### config.mk
export PLATFORM = sky130hd
export DESIGN_NAME = i2c_regfile_slave
export DESIGN_NICKNAME = d
export VERILOG_FILES = /design/src/rtl/i2c_rf_pkg.sv /design/src/rtl/i2c_line_sync.sv /design/src/rtl/i2c_reg_bank.sv /design/src/rtl/i2c_slave_ctrl.sv /design/src/rtl/i2c_regfile_slave.sv
export SDC_FILE = /design/constraint.sdc
export NUM_CORES = 1
export LEC_CHECK = 0
export BUFFER_PORTS_ARGS = -buffer_cell sky130_fd_sc_hd__buf_4
export CORE_UTILIZATION = 50
export CTS_CLUSTER_DIAMETER = 150
export DETAILED_ROUTE_END_ITERATION = 12
export MAX_ROUTING_LAYER = met4
export PLACE_DENSITY = 0.72
export SETUP_SLACK_MARGIN = 0.5
export SLEW_MARGIN = 0
export SYNTH_ARGS = -nofsm -noshare
export SYNTH_HDL_FRONTEND = slang
export SYNTH_SLANG_ARGS = --single-unit
### constraint.sdc
create_clock -name clk_i -period 5.9 [get_ports clk_i]
set_input_delay 1.77 -clock clk_i [delete_from_list [all_inputs] [get_ports clk_i]]
set_output_delay 1.77 -clock clk_i [all_outputs]
set_load 0.02 [all_outputs]
### src/rtl/i2c_rf_pkg.sv
package i2c_rf_pkg;
  typedef enum logic [2:0] {
    ST_IDLE,
    ST_DEV,
    ST_ADDR,
    ST_WDATA,
    ST_RDATA,
    ST_ACK,
    ST_RACK,
    ST_SKIP
  } st_e;
endpackage

### src/rtl/i2c_line_sync.sv
module i2c_line_sync #(
  parameter int STAGES = 2
) (
  input  logic clk_i,
  input  logic rst_ni,
  input  logic scl_i,
  input  logic sda_i,
  output logic scl_o,
  output logic sda_o,
  output logic scl_rise_o,
  output logic scl_fall_o,
  output logic start_o,
  output logic stop_o
);
  localparam int LINES = 2;

  logic [LINES-1:0] raw;
  logic [LINES-1:0] synced;
  logic [LINES-1:0] prev_q;

  assign raw = {sda_i, scl_i};

  for (genvar l = 0; l < LINES; l++) begin : g_line
    logic [STAGES-1:0] chain_q;
    always_ff @(posedge clk_i or negedge rst_ni) begin
      if (!rst_ni) chain_q <= '1;
      else         chain_q <= {chain_q[STAGES-2:0], raw[l]};
    end
    assign synced[l] = chain_q[STAGES-1];
  end

  always_ff @(posedge clk_i or negedge rst_ni) begin
    if (!rst_ni) prev_q <= '1;
    else         prev_q <= synced;
  end

  assign scl_o      = synced[0];
  assign sda_o      = synced[1];
  assign scl_rise_o = synced[0] & ~prev_q[0];
  assign scl_fall_o = ~synced[0] & prev_q[0];
  // SDA edges with SCL held high on both samples
  assign start_o    = synced[0] & prev_q[0] & prev_q[1] & ~synced[1];
  assign stop_o     = synced[0] & prev_q[0] & ~prev_q[1] & synced[1];
endmodule

### src/rtl/i2c_reg_bank.sv
module i2c_reg_bank #(
  parameter int DEPTH      = 128,
  parameter int DATA_W     = 8,
  parameter int STICKY_REG = 1,
  parameter int STICKY_BIT = 0,
  localparam int ADDR_W    = $clog2(DEPTH)
) (
  input  logic              clk_i,
  input  logic              rst_ni,
  input  logic              wr_en_i,
  input  logic [ADDR_W-1:0] addr_i,
  input  logic [DATA_W-1:0] wr_data_i,
  output logic [DATA_W-1:0] rd_data_o,
  output logic              sticky_o
);
  localparam logic [DATA_W-1:0] STICKY_MASK = DATA_W'(1) << STICKY_BIT;

  logic [DATA_W-1:0] mem_q [DEPTH];

  for (genvar g = 0; g < DEPTH; g++) begin : g_reg
    logic hit;
    assign hit = wr_en_i && (addr_i == ADDR_W'(g));
    if (g == STICKY_REG) begin : g_sticky
      always_ff @(posedge clk_i or negedge rst_ni) begin
        if (!rst_ni)  mem_q[g] <= '0;
        else if (hit) mem_q[g] <= wr_data_i | (mem_q[g] & STICKY_MASK);
      end
    end else begin : g_plain
      always_ff @(posedge clk_i or negedge rst_ni) begin
        if (!rst_ni)  mem_q[g] <= '0;
        else if (hit) mem_q[g] <= wr_data_i;
      end
    end
  end

  assign rd_data_o = mem_q[addr_i];
  assign sticky_o  = mem_q[STICKY_REG][STICKY_BIT];
endmodule

### src/rtl/i2c_slave_ctrl.sv
module i2c_slave_ctrl
  import i2c_rf_pkg::*;
#(
  parameter int              ADDR_W = 7,
  parameter int              DATA_W = 8,
  parameter logic [DATA_W-1:0] WR_DEV = 8'hBE,
  parameter logic [DATA_W-1:0] RD_DEV = 8'hBF,
  localparam int             CNT_W  = $clog2(DATA_W + 1)
) (
  input  logic              clk_i,
  input  logic              rst_ni,
  input  logic              sda_i,
  input  logic              scl_rise_i,
  input  logic              scl_fall_i,
  input  logic              start_i,
  input  logic              stop_i,
  input  logic [DATA_W-1:0] rd_data_i,
  output logic [ADDR_W-1:0] ptr_o,
  output logic              wr_en_o,
  output logic [DATA_W-1:0] wr_data_o,
  output logic              sda_oe_o,
  output st_e               state_o
);
  st_e               st_q, nxt_q;
  logic [CNT_W-1:0]  cnt_q;
  logic [DATA_W-1:0] sh_q;
  logic [ADDR_W-1:0] ptr_q;
  logic              oe_q;
  logic              byte_end;

  assign byte_end  = scl_fall_i && (cnt_q == CNT_W'(DATA_W));
  assign wr_en_o   = (st_q == ST_WDATA) && byte_end && !start_i && !stop_i;
  assign wr_data_o = sh_q;
  assign ptr_o     = ptr_q;
  assign sda_oe_o  = oe_q;
  assign state_o   = st_q;

  always_ff @(posedge clk_i or negedge rst_ni) begin
    if (!rst_ni) begin
      st_q  <= ST_IDLE;
      nxt_q <= ST_IDLE;
      cnt_q <= '0;
      sh_q  <= '0;
      ptr_q <= '0;
      oe_q  <= 1'b0;
    end else if (start_i) begin
      st_q  <= ST_DEV;
      cnt_q <= '0;
      oe_q  <= 1'b0;
    end else if (stop_i) begin
      st_q  <= ST_IDLE;
      cnt_q <= '0;
      oe_q  <= 1'b0;
    end else begin
      case (st_q)
        ST_DEV, ST_ADDR, ST_WDATA: begin
          if (scl_rise_i) begin
            sh_q  <= {sh_q[DATA_W-2:0], sda_i};
            cnt_q <= cnt_q + CNT_W'(1);
          end else if (byte_end) begin
            cnt_q <= '0;
            if (st_q == ST_DEV) begin
              if (sh_q == WR_DEV) begin
                oe_q <= 1'b1; st_q <= ST_ACK; nxt_q <= ST_ADDR;
              end else if (sh_q == RD_DEV) begin
                oe_q <= 1'b1; st_q <= ST_ACK; nxt_q <= ST_RDATA;
              end else begin
                st_q <= ST_SKIP;
              end
            end else if (st_q == ST_ADDR) begin
              ptr_q <= sh_q[ADDR_W-1:0];
              oe_q  <= 1'b1; st_q <= ST_ACK; nxt_q <= ST_WDATA;
            end else begin
              ptr_q <= ptr_q + ADDR_W'(1);
              oe_q  <= 1'b1; st_q <= ST_ACK; nxt_q <= ST_WDATA;
            end
          end
        end
        ST_ACK: begin
          if (scl_fall_i) begin
            if (nxt_q == ST_RDATA) begin
              sh_q  <= rd_data_i;
              oe_q  <= ~rd_data_i[DATA_W-1];
              ptr_q <= ptr_q + ADDR_W'(1);
              cnt_q <= '0;
            end else begin
              oe_q <= 1'b0;
            end
            st_q <= nxt_q;
          end
        end
        ST_RDATA: begin
          if (scl_rise_i) begin
            cnt_q <= cnt_q + CNT_W'(1);
          end else if (byte_end) begin
            oe_q  <= 1'b0;
            cnt_q <= '0;
            st_q  <= ST_RACK;
          end else if (scl_fall_i) begin
            sh_q <= {sh_q[DATA_W-2:0], 1'b0};
            oe_q <= ~sh_q[DATA_W-2];
          end
        end
        ST_RACK: begin
          if (scl_rise_i) begin
            if (sda_i) st_q <= ST_SKIP;  // master NACK
          end else if (scl_fall_i) begin
            sh_q  <= rd_data_i;
            oe_q  <= ~rd_data_i[DATA_W-1];
            ptr_q <= ptr_q + ADDR_W'(1);
            st_q  <= ST_RDATA;
          end
        end
        default: ;
      endcase
    end
  end
endmodule

### src/rtl/i2c_regfile_slave.sv
module i2c_regfile_slave #(
  parameter int              REG_COUNT   = 128,
  parameter int              DATA_W      = 8,
  parameter int              SYNC_STAGES = 2,
  parameter logic [DATA_W-1:0] WR_DEV    = 8'hBE,
  parameter logic [DATA_W-1:0] RD_DEV    = 8'hBF,
  parameter int              RUN_REG     = 1,
  parameter int              RUN_BIT     = 0,
  localparam int             ADDR_W      = $clog2(REG_COUNT)
) (
  input  logic clk_i,
  input  logic rst_ni,
  input  logic scl_i,
  input  logic sda_i,
  output logic sda_oe_o,
  output logic run_o
);
  logic scl_s, sda_s, scl_rise, scl_fall, start_det, stop_det;
  logic wr_en;
  logic [ADDR_W-1:0] ptr;
  logic [DATA_W-1:0] wr_data, rd_data;
  i2c_rf_pkg::st_e   state;

  i2c_line_sync #(.STAGES(SYNC_STAGES)) i_sync (
    .clk_i, .rst_ni, .scl_i, .sda_i,
    .scl_o(scl_s), .sda_o(sda_s),
    .scl_rise_o(scl_rise), .scl_fall_o(scl_fall),
    .start_o(start_det), .stop_o(stop_det)
  );

  i2c_slave_ctrl #(
    .ADDR_W(ADDR_W), .DATA_W(DATA_W), .WR_DEV(WR_DEV), .RD_DEV(RD_DEV)
  ) i_ctrl (
    .clk_i, .rst_ni,
    .sda_i(sda_s), .scl_rise_i(scl_rise), .scl_fall_i(scl_fall),
    .start_i(start_det), .stop_i(stop_det),
    .rd_data_i(rd_data), .ptr_o(ptr), .wr_en_o(wr_en),
    .wr_data_o(wr_data), .sda_oe_o(sda_oe_o), .state_o(state)
  );

  i2c_reg_bank #(
    .DEPTH(REG_COUNT), .DATA_W(DATA_W), .STICKY_REG(RUN_REG), .STICKY_BIT(RUN_BIT)
  ) i_bank (
    .clk_i, .rst_ni, .wr_en_i(wr_en), .addr_i(ptr),
    .wr_data_i(wr_data), .rd_data_o(rd_data), .sticky_o(run_o)
  );
endmodule

==> qor.yml <==
yosys-top-cells-count: "1050 x dfrtp_1, 1026 x mux2_2, 251 x mux4_2"
leakage_nw: 25.7
grt_max_degree: 110
finalCritPeriodShare_pct: 71.7
status: "finished clean"
seqPwrFrac_pct: 41.0
gp_congestion: 0.914
overflow: 0
seq_area_frac_synth_pct: 54.2
utilization_pct: 55.7
num_rows: 114
clock-sinks: 1056
end_kind: "flop"
internal_power_mw: 13.0
worst-path-max-fanout: 16
post_cts.repair.setup_buffers: 0
drc: 0
synth_area_leaders: "dfrtp_1 54%, mux2_2 24%, mux4_2 12%"
yosysTopAreaCellShare_pct: 53.9
root_buffer: "clkbuf_16"
setup_slack_ns: 1.67
yosysMostFrequentCell: "dfrtp_1"
die_h_um: 314
power.share.clock_pct: 36.1
synth_top_family_by_area: "multiplexers"
track_usage_pct: 27.2
ant_nets: 0
setup_viol: 0
io_buffers: 5
detail_route.wirelength_um: 128000
floorplan.initialDensity_pct: 50.5
dp_hpwl_um: 82200
irDropWorstVdd_v: 0.000298
antenna_cells: 0
max_freq_ghz: 0.236
critPathKind: "reg2reg"
numCtsBuffers: 112
yosys.area_share.simple_pct: 3.79
r2r_setup_slack_ns: 1.67
syn_area_um2: 48800
wire_per_inst_um: 28.2
maxSlewViolCount: 0
cts_resized: 0
switching_share_pct: 34.7
synth-async-reset-ratio_pct: 100
holdCritPathClass: "reg2reg"
ys_types: 67
relSlewSlack_pct: 12.3
synth_nets: 3235
yosys.area.top_type: "dfrtp_1"
grt_pass1_wl_um: 198000
clockBufferDepth: 3
num_vias: 28900
fin_nets: 3184
cts_max_level: 3
antenna_found_initial: 0
io_pins: 6
ys_warn_count: 0
synthCells: 3225
synth_xor_area_share_pct: 0.0539
synth_edf_count: 0
clkLatencyLatePin_ns: 0.70
setup-tns-final_ns: 0
tightestPinTransition_ns: 1.31
cts_tree: "built"
powerDensity_nw_per_um2: 369
drt_first_pass_iters: 9
syn_to_final_growth_pct: 10.3
startpoint_type: "flop"
dr.first_iter.drc_count: 2387
cts.clk_slew.worst_paths_ns: 0.06
syn_area_per_cell_um2: 15.1
power_frac_comb_pct: 22.9
die_area_um2: 98800
ys_seq_elements: 1056
fp.dieW_um: 314
final_hold_viol_count: 0
grt_pass1_vias: 31100
rsz0062_at_grt: "false"
drive_gt1_share_pct: 49.8
place_ws_ns: 1.95
hold_buffers: 0
core-area_um2: 96700
synth_mux_area_share_pct: 37.1
max-cap-violations: 0
synthAdderAreaFrac_pct: 0.154
min_period_ns: 4.23
worst_ep_required_time_ns: 6.47
ys.flop_type: "dfrtp_1"
avgViaCountPerCell: 6.37
critPathArrivalTime_ns: 4.80
synth-compound-area-share_pct: 2.57
switchingPower_mw: 6.89
clock_skew_ns: 0.0262
## logic make-up after synthesis
family | Yosys count
buf+inv | 239
simple gates | 375
xor+xnor | 3
compound gates | 180
mux | 1366
flops | 1056
fa+ha+maj | 6
## registers in the layout, indices dropped and copies added (netlist names)
register,count
i_bank.sticky_o,1
i_sync.g_line.chain_q,4
i_ctrl.state_o,3
i_bank.mem_q,1023
i_sync.prev_q,2
i_ctrl.wr_data_o,8
i_ctrl.ptr_o,7
i_ctrl.sda_oe_o,1
i_ctrl.nxt_q,3
i_ctrl.cnt_q,4
## metal layers
metal / routed length (um) / vias up / global-route usage, %
li1: - / 11900 / -
met1: 53200 / 15700 / 36.6
met2: 61800 / 1032 / 42.2
met3: 8210 / 275 / 4.53
met4: 4650 / 0 / 9.41
met5: 0 / - / -
## layout make-up
class / instances / area (um2)
Inverter: 9 / 33.8
Timing Repair Buffer: 65 / 646
Multi-Input combinational cell: 1930 / 21300
Clock inverter: 44 / 469
Clock buffer: 157 / 3290
Sequential cell: 1056 / 26500
Fill cell: 7473 / 42900
Tap cell: 1276 / 1600
## final timing paths
check | start | cells after the start | endpoint
max | i_ctrl.cnt_q[0] | 8 | i_bank.mem_q[505]
min | i_sync.g_line[1].chain_q[0] | 0 | i_sync.g_line[1].chain_q[1]
max reg2reg | i_ctrl.cnt_q[0] | 8 | i_bank.mem_q[505]
min reg2reg | i_sync.g_line[1].chain_q[0] | 0 | i_sync.g_line[1].chain_q[1]
max in group asynchronous | rst_ni | 3 | i_bank.mem_q[941]
min in group asynchronous | rst_ni | 1 | i_bank.mem_q[209]
## cell usage in the layout (no fill, tap or decap), drive strengths merged, types with 7 or more instances in the layout
cell type  instances
and2               9
nor2             122
a211oi             7
and3               7
a31oi              7
mux2            1026
inv               11
bufinv             9
o22ai             11
a22oi             12
clkinv            29
clkbuf           157
o21ai             35
nand3             36
a221oi            13
mux2i             89
buf               65
nor4               7
nand2b            16
nor2b             14
mux4             251
dfrtp           1050
nand2            132
nor3              15
o211ai             8
a21oi             31
## worst max-delay path, stage by stage, from the launching register on
cell and delay, ns:
dfrtp_1 0.43, inv_1 0.08, ha_1 0.16, nand3b_1 0.16
nor4_4 0.83, nand2_1 0.25, nor3_1 1.04, nand2_1 0.66
mux2_2 0.47
## through the flow
step                power (mW)  area, um2  instances  hold WS [ns]
floorplan                 11.0      48800       3225         0.345
detailed placement        12.8      50100       4336         0.355
finish                    19.9      53800       4537         0.373
CTS                       19.9      53800       4537         0.372
global placement          12.7      50100       4336         0.361
global route              20.5      53800       4537         0.373
## power groups by stage
stage               combinational (mW)  clock (mW)  sequential (mW)
floorplan                         3.47           0             7.51
global placement                  4.44           0             8.24
detailed placement                4.49           0             8.27
CTS                               4.51        7.25             8.14
global route                      4.76        7.54             8.19
finish                            4.55        7.17             8.15
No activity file was read; power rests on OpenSTA's default activity.
